$ cat src/rtl/cd_qual_pkg.sv
package cd_qual_pkg;

  typedef enum logic [1:0] {
    MODE_FSK  = 2'b00,
    MODE_CPT  = 2'b01,
    MODE_PDN  = 2'b10,
    MODE_IDLE = 2'b11
  } cq_mode_e;

  localparam int unsigned CQ_MAX_DELAY = 450;
  localparam int unsigned CQ_CNT_W     = $clog2(CQ_MAX_DELAY + 1);

  // ticks needed before the detected state is set
  function automatic int unsigned set_ticks(input logic cpt, input logic [1:0] sel);
    if (cpt) return 10;
    case (sel)
      2'b00:   return 450;
      2'b01:   return 15;
      2'b10:   return 15;
      default: return 80;
    endcase
  endfunction

  // ticks needed before the detected state is cleared
  function automatic int unsigned clr_ticks(input logic cpt, input logic [1:0] sel);
    if (cpt) return 25;
    case (sel)
      2'b00:   return 30;
      2'b01:   return 30;
      2'b10:   return 15;
      default: return 10;
    endcase
  endfunction

endpackage

$ cat src/rtl/cq_delay_sel.sv
module cq_delay_sel
  import cd_qual_pkg::*;
#(
  parameter int unsigned CNT_W = CQ_CNT_W
) (
  input  logic             clk,
  input  logic             rst_n,
  input  logic             cap_en,
  input  logic             cpt_mode,
  input  logic [1:0]       sel,
  output logic [CNT_W-1:0] set_lim,
  output logic [CNT_W-1:0] clr_lim
);

  logic [1:0] sel_q;
  logic       cpt_q;

  // sample the selection only while no run is in progress
  always_ff @(posedge clk or negedge rst_n) begin
    if (!rst_n) begin
      sel_q <= 2'b00;
      cpt_q <= 1'b0;
    end else if (cap_en) begin
      sel_q <= sel;
      cpt_q <= cpt_mode;
    end
  end

  assign set_lim = CNT_W'(set_ticks(cpt_q, sel_q));
  assign clr_lim = CNT_W'(clr_ticks(cpt_q, sel_q));

  p_sel_hold_r9: assert property (@(posedge clk) disable iff (!rst_n)
    !cap_en |=> $stable(sel_q) && $stable(cpt_q));

endmodule

$ cat src/rtl/cq_timer.sv
module cq_timer #(
  parameter int unsigned CNT_W = 9
) (
  input  logic             clk,
  input  logic             rst_n,
  input  logic             clr,
  input  logic             tick,
  input  logic             raw,
  input  logic [CNT_W-1:0] set_lim,
  input  logic [CNT_W-1:0] clr_lim,
  output logic             det,
  output logic             idle
);

  logic [CNT_W-1:0] cnt;
  logic [CNT_W-1:0] lim;
  logic             expire;

  assign idle   = (raw == det);
  assign lim    = det ? clr_lim : set_lim;
  assign expire = tick && (cnt == lim - CNT_W'(1));

  always_ff @(posedge clk or negedge rst_n) begin
    if (!rst_n) begin
      det <= 1'b0;
      cnt <= '0;
    end else if (clr) begin
      det <= 1'b0;
      cnt <= '0;
    end else if (idle) begin
      cnt <= '0;
    end else if (expire) begin
      det <= raw;
      cnt <= '0;
    end else if (tick) begin
      cnt <= cnt + CNT_W'(1);
    end
  end

  p_tick_only_r11: assert property (@(posedge clk) disable iff (!rst_n)
    (!clr && !tick) |=> $stable(det));

  p_restart_r5: assert property (@(posedge clk) disable iff (!rst_n)
    (!clr && idle) |=> (cnt == '0));

  p_cnt_bound_r2: assert property (@(posedge clk) disable iff (!rst_n)
    cnt < lim);

endmodule

$ cat src/rtl/cd_qual.sv
module cd_qual
  import cd_qual_pkg::*;
#(
  parameter int unsigned CNT_W = CQ_CNT_W
) (
  input  logic       clk,
  input  logic       rst_n,
  input  logic       ms_tick,
  input  logic       raw_present,
  input  logic [1:0] cd_sel,
  input  logic [1:0] mode,
  input  logic       rxd_in,
  output logic       sd_n,
  output logic       rxd_out
);

  logic [1:0]       mode_q;
  logic             mode_chg;
  logic             timers_off;
  logic             clr;
  logic             det;
  logic             idle;
  logic [CNT_W-1:0] set_lim;
  logic [CNT_W-1:0] clr_lim;

  always_ff @(posedge clk or negedge rst_n) begin
    if (!rst_n) mode_q <= MODE_FSK;
    else        mode_q <= mode;
  end

  assign mode_chg   = (mode != mode_q);
  assign timers_off = (mode == MODE_PDN) || (mode == MODE_IDLE);
  assign clr        = mode_chg || timers_off;

  cq_delay_sel #(.CNT_W(CNT_W)) u_sel (
    .clk      (clk),
    .rst_n    (rst_n),
    .cap_en   (idle || clr),
    .cpt_mode (mode == MODE_CPT),
    .sel      (cd_sel),
    .set_lim  (set_lim),
    .clr_lim  (clr_lim)
  );

  cq_timer #(.CNT_W(CNT_W)) u_tmr (
    .clk     (clk),
    .rst_n   (rst_n),
    .clr     (clr),
    .tick    (ms_tick),
    .raw     (raw_present),
    .set_lim (set_lim),
    .clr_lim (clr_lim),
    .det     (det),
    .idle    (idle)
  );

  always_comb begin
    case (mode)
      MODE_PDN:  sd_n = 1'b0;
      MODE_IDLE: sd_n = 1'b1;
      default:   sd_n = ~det;
    endcase
  end

  assign rxd_out = sd_n | rxd_in;

  p_rxd_mark_r6: assert property (@(posedge clk) disable iff (!rst_n)
    sd_n |-> rxd_out);

  p_pdn_clear_r8: assert property (@(posedge clk) disable iff (!rst_n)
    (mode == MODE_PDN) |=> !det);

  p_mode_restart_r10: assert property (@(posedge clk) disable iff (!rst_n)
    (mode != mode_q) |=> !det);

  p_idle_high_r7: assert property (@(posedge clk) disable iff (!rst_n)
    (mode == MODE_IDLE) |-> sd_n);

endmodule

$ cat config.mk
export PLATFORM = sky130hd
export DESIGN_NAME = cd_qual
export DESIGN_NICKNAME = d
export VERILOG_FILES = /design/src/rtl/cd_qual_pkg.sv /design/src/rtl/cq_delay_sel.sv /design/src/rtl/cq_timer.sv /design/src/rtl/cd_qual.sv
export SDC_FILE = /design/constraint.sdc
export NUM_CORES = 1
export LEC_CHECK = 0
export CAP_MARGIN = 25
export CORE_MARGIN = 8
export CORE_UTILIZATION = 41
export CTS_CLUSTER_SIZE = 8
export DETAILED_ROUTE_END_ITERATION = 16
export PLACE_DENSITY_LB_ADDON = 0.08
export SYNTH_ARGS = -nofsm -noshare
export SYNTH_HDL_FRONTEND = slang
export SYNTH_SLANG_ARGS = --single-unit
$ cat constraint.sdc
create_clock -name clk -period 2.37 [get_ports clk]
set_clock_uncertainty 0.2 [all_clocks]
set_input_delay 0.474 -clock clk [delete_from_list [all_inputs] [get_ports clk]]
set_output_delay 0.474 -clock clk [all_outputs]
set_load 0.02 [all_outputs]
==> flow_metrics.env, run 1 <==
export IMPL_wl_met1_microns=1282
export IMPL_p_leak_nw=0.7051
export IMPL_yosysUniqueCellTypes=41
export IMPL_clk_latency_ps=290
export IMPL_max_freq_mhz=397.8
export IMPL_cts_tree="built"
export IMPL_clock_path_buffers=2
export IMPL_synth_warnings=0
export IMPL_min_period_over_period_pct=106.1
export IMPL_p_per_area_mw_per_mm2=378.0
export IMPL_die_area_sq_mm=0.004719
export IMPL_outcome="finished with violations"
export IMPL_dr_max_layer_used="met4"
export IMPL_fillers=253
export IMPL_synth_enable_flop_cells=0
export IMPL_crit_start="u_sel.sel_q[1]"
export IMPL_core_area_sq_mm=0.002686
export IMPL_cts_num_sinks=15
export IMPL_crit_fanout=5
export IMPL_grt_overflow=0
export IMPL_synth_flop_cell="dfrtp_1"
export IMPL_synth_cells=127
export IMPL_fin_cells=196
export IMPL_rsz0062_at_grt="true"
export IMPL_post_drt_wl_per_cell_microns=13.90
export IMPL_layout_setup_ws_ps=-143.7
export IMPL_dp_hpwl_microns=2124
export IMPL_cts_root_buf="clkbuf_4"
export IMPL_place_area_sq_mm=0.001483
export IMPL_maxSlewHeadroom_pct=77.45
export IMPL_layout_drive_gt1_share_pct=36.97
export IMPL_slew_violations=0
export IMPL_wl_met3_microns=31
export IMPL_syn_nets=144
export IMPL_r2r_end="u_tmr.cnt[5]"
export IMPL_antenna_found_initial=0
export IMPL_final_nets=183
export IMPL_drtAntennaViolNets=0
export IMPL_vias_per_cell=5.398
export IMPL_grt_pass1_vias=1032
export IMPL_failed_checks="negative setup slack"
export IMPL_worstHoldPathType="in2async"
export IMPL_initial_utilization_pct=42.38
export IMPL_setup_violations=10
export IMPL_clk_pin_slew_worst_paths_ps=90
export IMPL_vias=1058
export IMPL_drt_pass1_iterations=4
export IMPL_vdd_drop_max_uv=407.5
export IMPL_antennaDiodeCount=0
export IMPL_track_usage_pct=12.72
export IMPL_wl_met2_microns=1357
export IMPL_synth_yosys_seq_area_share_pct=32.97
export IMPL_r2r_slack_ps=-140
export IMPL_h_tree_depth=1
export IMPL_drt_iter0_drc=41
export IMPL_chipHeight_microns=68.70
export IMPL_timing_setup_tns_ps=-661.7
export IMPL_preCtsSetupSlack_ps=-227.2
export IMPL_gp_congestion=0.7862
export IMPL_area_growth_pct=42.31
export IMPL_async_flop_share_pct=100.0
export IMPL_fin_crit_ps=2514
export IMPL_final_core_util_pct=60.32
export IMPL_startpoint_type="register"
export IMPL_r2r_cells=11
export IMPL_ios=11
export IMPL_syn_area_sq_mm=0.001139
export IMPL_routed_wl_microns=2724
export IMPL_drt_drc_violations_left=0
export IMPL_crit_arrival_ps=2510
export IMPL_grt_max_degree=16
export IMPL_cts_buffers=3
export IMPL_synth_avg_cell_area_sq_um=8.965
export IMPL_grt_pass1_wl_microns=4560
export IMPL_worstPathRequired_ps=2370
export IMPL_hold_violations=0
export IMPL_tightestPinTransition_ps=338.3
export IMPL_critical_path_class="reg2reg"
export IMPL_die_width_microns=68.70
export IMPL_worstSetupEndpointType="register"
export IMPL_cp_endpoint="u_tmr.cnt[5]"
export IMPL_maxCapViolations=0
export IMPL_placedCellCount=187
export IMPL_worstReg2RegStart="u_sel.sel_q[1]"
export IMPL_synth_seq_cells=15
export IMPL_row_count=19
export IMPL_port_buffers=10
export IMPL_finalInstanceArea_sq_mm=0.001620
[layer usage]
metal  global-route usage [%]  vias up
met5                        0        -
met4                    6.266        0
li1                         -      538
met3                    1.939        6
met1                    16.18      506
met2                    20.56        8
[kinds of logic (layout without fill, tap and decap cells)]
group | after synthesis | after routing | share of synthesized area, %
AO/OA/AOI/OAI | 25 | 25 | 14.51
XOR/XNOR | 8 | 8 | 6.154
adder cells (fa/ha/maj) | 8 | 8 | 8.792
buffers and inverters | 12 | 50 | 5.494
flip-flops | 15 | 15 | 32.97
multiplexers | 1 | 1 | 0.8792
AND/OR/NAND/NOR | 58 | 58 | 31.21
[registers in the layout, indices dropped and copies added (netlist names)]
register	flops
u_sel.sel_q	2
u_tmr.cnt	9
mode_q	2
u_tmr.det	1
u_sel.cpt_q	1
[worst min-delay path by stage]
| stage | endpoint |
|---|---|
| floorplan | mode_q[0] |
| global placement | u_tmr.cnt[5] |
| detailed placement | u_tmr.cnt[5] |
| CTS | mode_q[1] |
| global route | u_tmr.cnt[6] |
| finish | mode_q[1] |
[critical path: stages (launching register included)]
cell      delay [ps]
dfrtp_2          450
inv_2             70
ha_4             280
a21oi_4           60
ha_4             180
nor4b_2          150
a311oi_1         280
nand2_1          140
o21ai_4          110
nor3b_4           80
buf_6            140
o41ai_4          310
[power by group]
| group | leakage (nW) | internal (mW) | switching [mW] |
|---|---|---|---|
| logic | 0.489 | 0.104 | 0.0908 |
| clock network | 0.0177 | 0.0628 | 0.0858 |
| registers | 0.198 | 0.262 | 0.00719 |
[cell usage in the layout (no fill, tap or decap), types with 2 or more instances in the layout]
master           count
buf_4               31
dfrtp_1             14
nand2_1             13
nand3_1             10
clkdlybuf4s50_1      8
o21ai_0              7
nor4_1               5
xnor2_1              4
and3_1               4
ha_4                 4
ha_1                 4
nand2b_1             3
xor2_1               3
nor2_1               3
o21ai_1              3
a31oi_1              3
clkbuf_4             3
o21a_1               2
inv_2                2
nor4b_2              2
inv_1                2
nor3_2               2
a21oi_1              2
nor3_1               2
or3_1                2
o211ai_1             2
[per-stage QoR]
stage,hold slack [ps],power [mW]
finish,288.9,0.6125
detailed placement,363.3,0.4410
global route,300.7,0.6497
CTS,284.3,0.6126
floorplan,-21.59,0.3651
global placement,348.3,0.4359
[cell usage after synthesis (4+ instances only)]
master   instances  share of area, %
nor4_1           5               2.7
nand3_1         10               4.4
buf_2            5               2.2
dfrtp_1         15                33
inv_1            4               1.3
ha_1             8               8.8
xnor2_1          5               3.8
and3_1           4               2.2
o21ai_0         10               4.4
nand2_1         15               4.9
[what timing repair did]
action                                  in CTS  in global routing
gates cloned                                 0                  0
buffers inserted                             4                  2
endpoints found under the setup margin      12                 11
resized for setup                           12                 11
pin swaps                                    8                  7
hold buffers                                 0                  0
[area by class of cell]
cell class              instances  area [sq um]  area share (%)
clock buffers                   3         22.52           1.390
repair buffers                 42         337.8           20.85
clock inverters                 1         5.005          0.3089
flip-flops and latches         15         376.6           23.24
inverters                       4         15.01          0.9266
multi-input cells             100         824.5           50.89
well taps                      31         38.79           2.394
Note: power is estimated with default switching activity, not from simulation.
==> inputs of run 2 (changes only) <==
Settings changed: SKIP_CTS_REPAIR_TIMING set to 1.
==> flow_metrics.env, run 2 (synthesized netlist as in run 1, its figures left out) <==
export IMPL_track_usage_pct=12.46
export IMPL_area_growth_pct=38.90
export IMPL_drtAntennaViolNets=0
export IMPL_row_count=19
export IMPL_slew_violations=0
export IMPL_fin_crit_ps=2501
export IMPL_tightestPinTransition_ps=348.0
export IMPL_layout_commonest_cell="buf_4"
export IMPL_die_area_sq_mm=0.004719
export IMPL_ios=11
export IMPL_cts_tree="built"
export IMPL_layout_drive_gt1_share_pct=36.02
export IMPL_drt_drc_violations_left=0
export IMPL_die_width_microns=68.70
export IMPL_cts_root_buf="clkbuf_4"
export IMPL_cts_num_sinks=15
export IMPL_grt_overflow=0
export IMPL_grt_max_degree=16
export IMPL_initial_utilization_pct=42.38
export IMPL_largest_register_ffs=9
export IMPL_clk_pin_slew_worst_paths_ps=90
export IMPL_h_tree_depth=1
export IMPL_hold_violations=0
export IMPL_vdd_drop_max_uv=406.2
export IMPL_largest_register="u_tmr.cnt"
export IMPL_crit_arrival_ps=2510
export IMPL_setup_violations=10
export IMPL_outcome="finished with violations"
export IMPL_worstHoldPathType="in2async"
export IMPL_power_uw=596.6
export IMPL_port_buffers=10
export IMPL_maxSlewHeadroom_pct=76.80
export IMPL_failed_checks="negative setup slack"
export IMPL_antenna_found_initial=0
export IMPL_grt_pass1_wl_microns=4464
export IMPL_vias_per_cell=5.464
export IMPL_crit_fanout=7
export IMPL_preCtsSetupSlack_ps=-227.2
export IMPL_layout_setup_ws_ps=-130.6
export IMPL_drt_pass1_iterations=3
export IMPL_top_regs="u_tmr.cnt x9, mode_q x2, u_sel.sel_q x2"
export IMPL_p_per_area_mw_per_mm2=377.2
export IMPL_gp_congestion=0.7862
export IMPL_dp_hpwl_microns=2124
export IMPL_routed_wl_microns=2676
export IMPL_p_leak_nw=0.6914
export IMPL_core_area_sq_mm=0.002686
export IMPL_layout_common_cells="buf_4 (27), dfrtp_1 (14), nand2_1 (13), nand3_1 (10), clkdlybuf4s50_1 (8)"
export IMPL_chipHeight_microns=68.70
export IMPL_clock_path_buffers=2
export IMPL_antennaDiodeCount=0
export IMPL_rsz0062_at_grt="true"
export IMPL_drt_iter0_drc=22
export IMPL_clk_latency_ps=290
export IMPL_vias=1049
export IMPL_critical_path_class="reg2reg"
export IMPL_placedCellCount=187
export IMPL_startpoint_type="register"
export IMPL_grt_pass1_vias=998
export IMPL_final_nets=179
export IMPL_maxCapViolations=0
export IMPL_fin_cells=192
export IMPL_cts_buffers=3
export IMPL_worstSetupEndpointType="register"
export IMPL_max_freq_mhz=399.9
export IMPL_post_drt_wl_per_cell_microns=13.94
export IMPL_min_period_over_period_pct=105.5
export IMPL_worstPathRequired_ps=2380
==> run 2: worst paths after layout <==
check / from / endpoint / slack [ps] / cells after the start
max in group asynchronous: rst_n / u_sel.sel_q[1] / 1470 / 2
hold / removal: rst_n / u_tmr.cnt[8] / 290 / 2
setup reg to reg: u_sel.sel_q[1] / u_tmr.det / -130 / 10
setup / recovery: u_sel.sel_q[1] / u_tmr.det / -130 / 10
min in group clk: u_tmr.cnt[5] / u_tmr.cnt[5] / 400 / 1
hold reg to reg: u_tmr.cnt[5] / u_tmr.cnt[5] / 400 / 1
==> run 2: through the flow <==
stage	utilization (%)	cell area [sq um]	hold slack [ps]	setup TNS (ps)
2_1_floorplan	-	1176	-21.59	-280.6
3_3_place_gp	55.19	1483	348.3	-1595
3_5_place_dp	55.19	1483	363.3	-2193
4_1_cts	56.22	1510	284.3	-2424
5_1_grt	58.87	1582	300.7	-1512
6_report	58.87	1582	288.9	-698.1
==> run 2: layout make-up <==
| type | instances | area, sq um |
|---|---|---|
| Clock buffer | 3 | 22.52 |
| Clock inverter | 1 | 5.005 |
| Fill cell | 256 | 1105 |
| Inverter | 4 | 15.01 |
| Multi-Input combinational cell | 100 | 795.8 |
| Sequential cell | 15 | 376.6 |
| Tap cell | 31 | 38.79 |
| Timing Repair Buffer | 38 | 327.8 |
==> run 2: layer usage <==
metal  vias up  GRT usage [%]  part of all wire [%]  wire (microns)
met5         -              0                     0               0
met4         0          6.266                   3.3              87
met3        10          1.939                   1.2              33
met2        10          19.86                    50            1341
met1       500          15.98                    45            1214
li1        529              -                     -               -
==> run 2: power by group <==
| part | internal (mW) | switching (mW) | leakage (nW) |
|---|---|---|---|
| combinational | 0.0955 | 0.0850 | 0.475 |
| clock | 0.0628 | 0.0850 | 0.0177 |
| sequential | 0.262 | 0.00665 | 0.198 |
==> run 2: critical path, cell delays in order, from the launching register on <==
cell and delay, ps:
dfrtp_2 450, ha_4 160, o21a_1 170, a21oi_2 180
ha_4 200, xor2_1 180, xnor2_1 170, nand4_2 150
nor3b_4 250, buf_12 160, mux2i_1 170
==> inputs of run 3 (changes only) <==
Settings changed: GPL_TIMING_DRIVEN set to 1.
==> results of run 3 <==
Same layout as run 2: the final DEF is identical, and so are final timing and power.
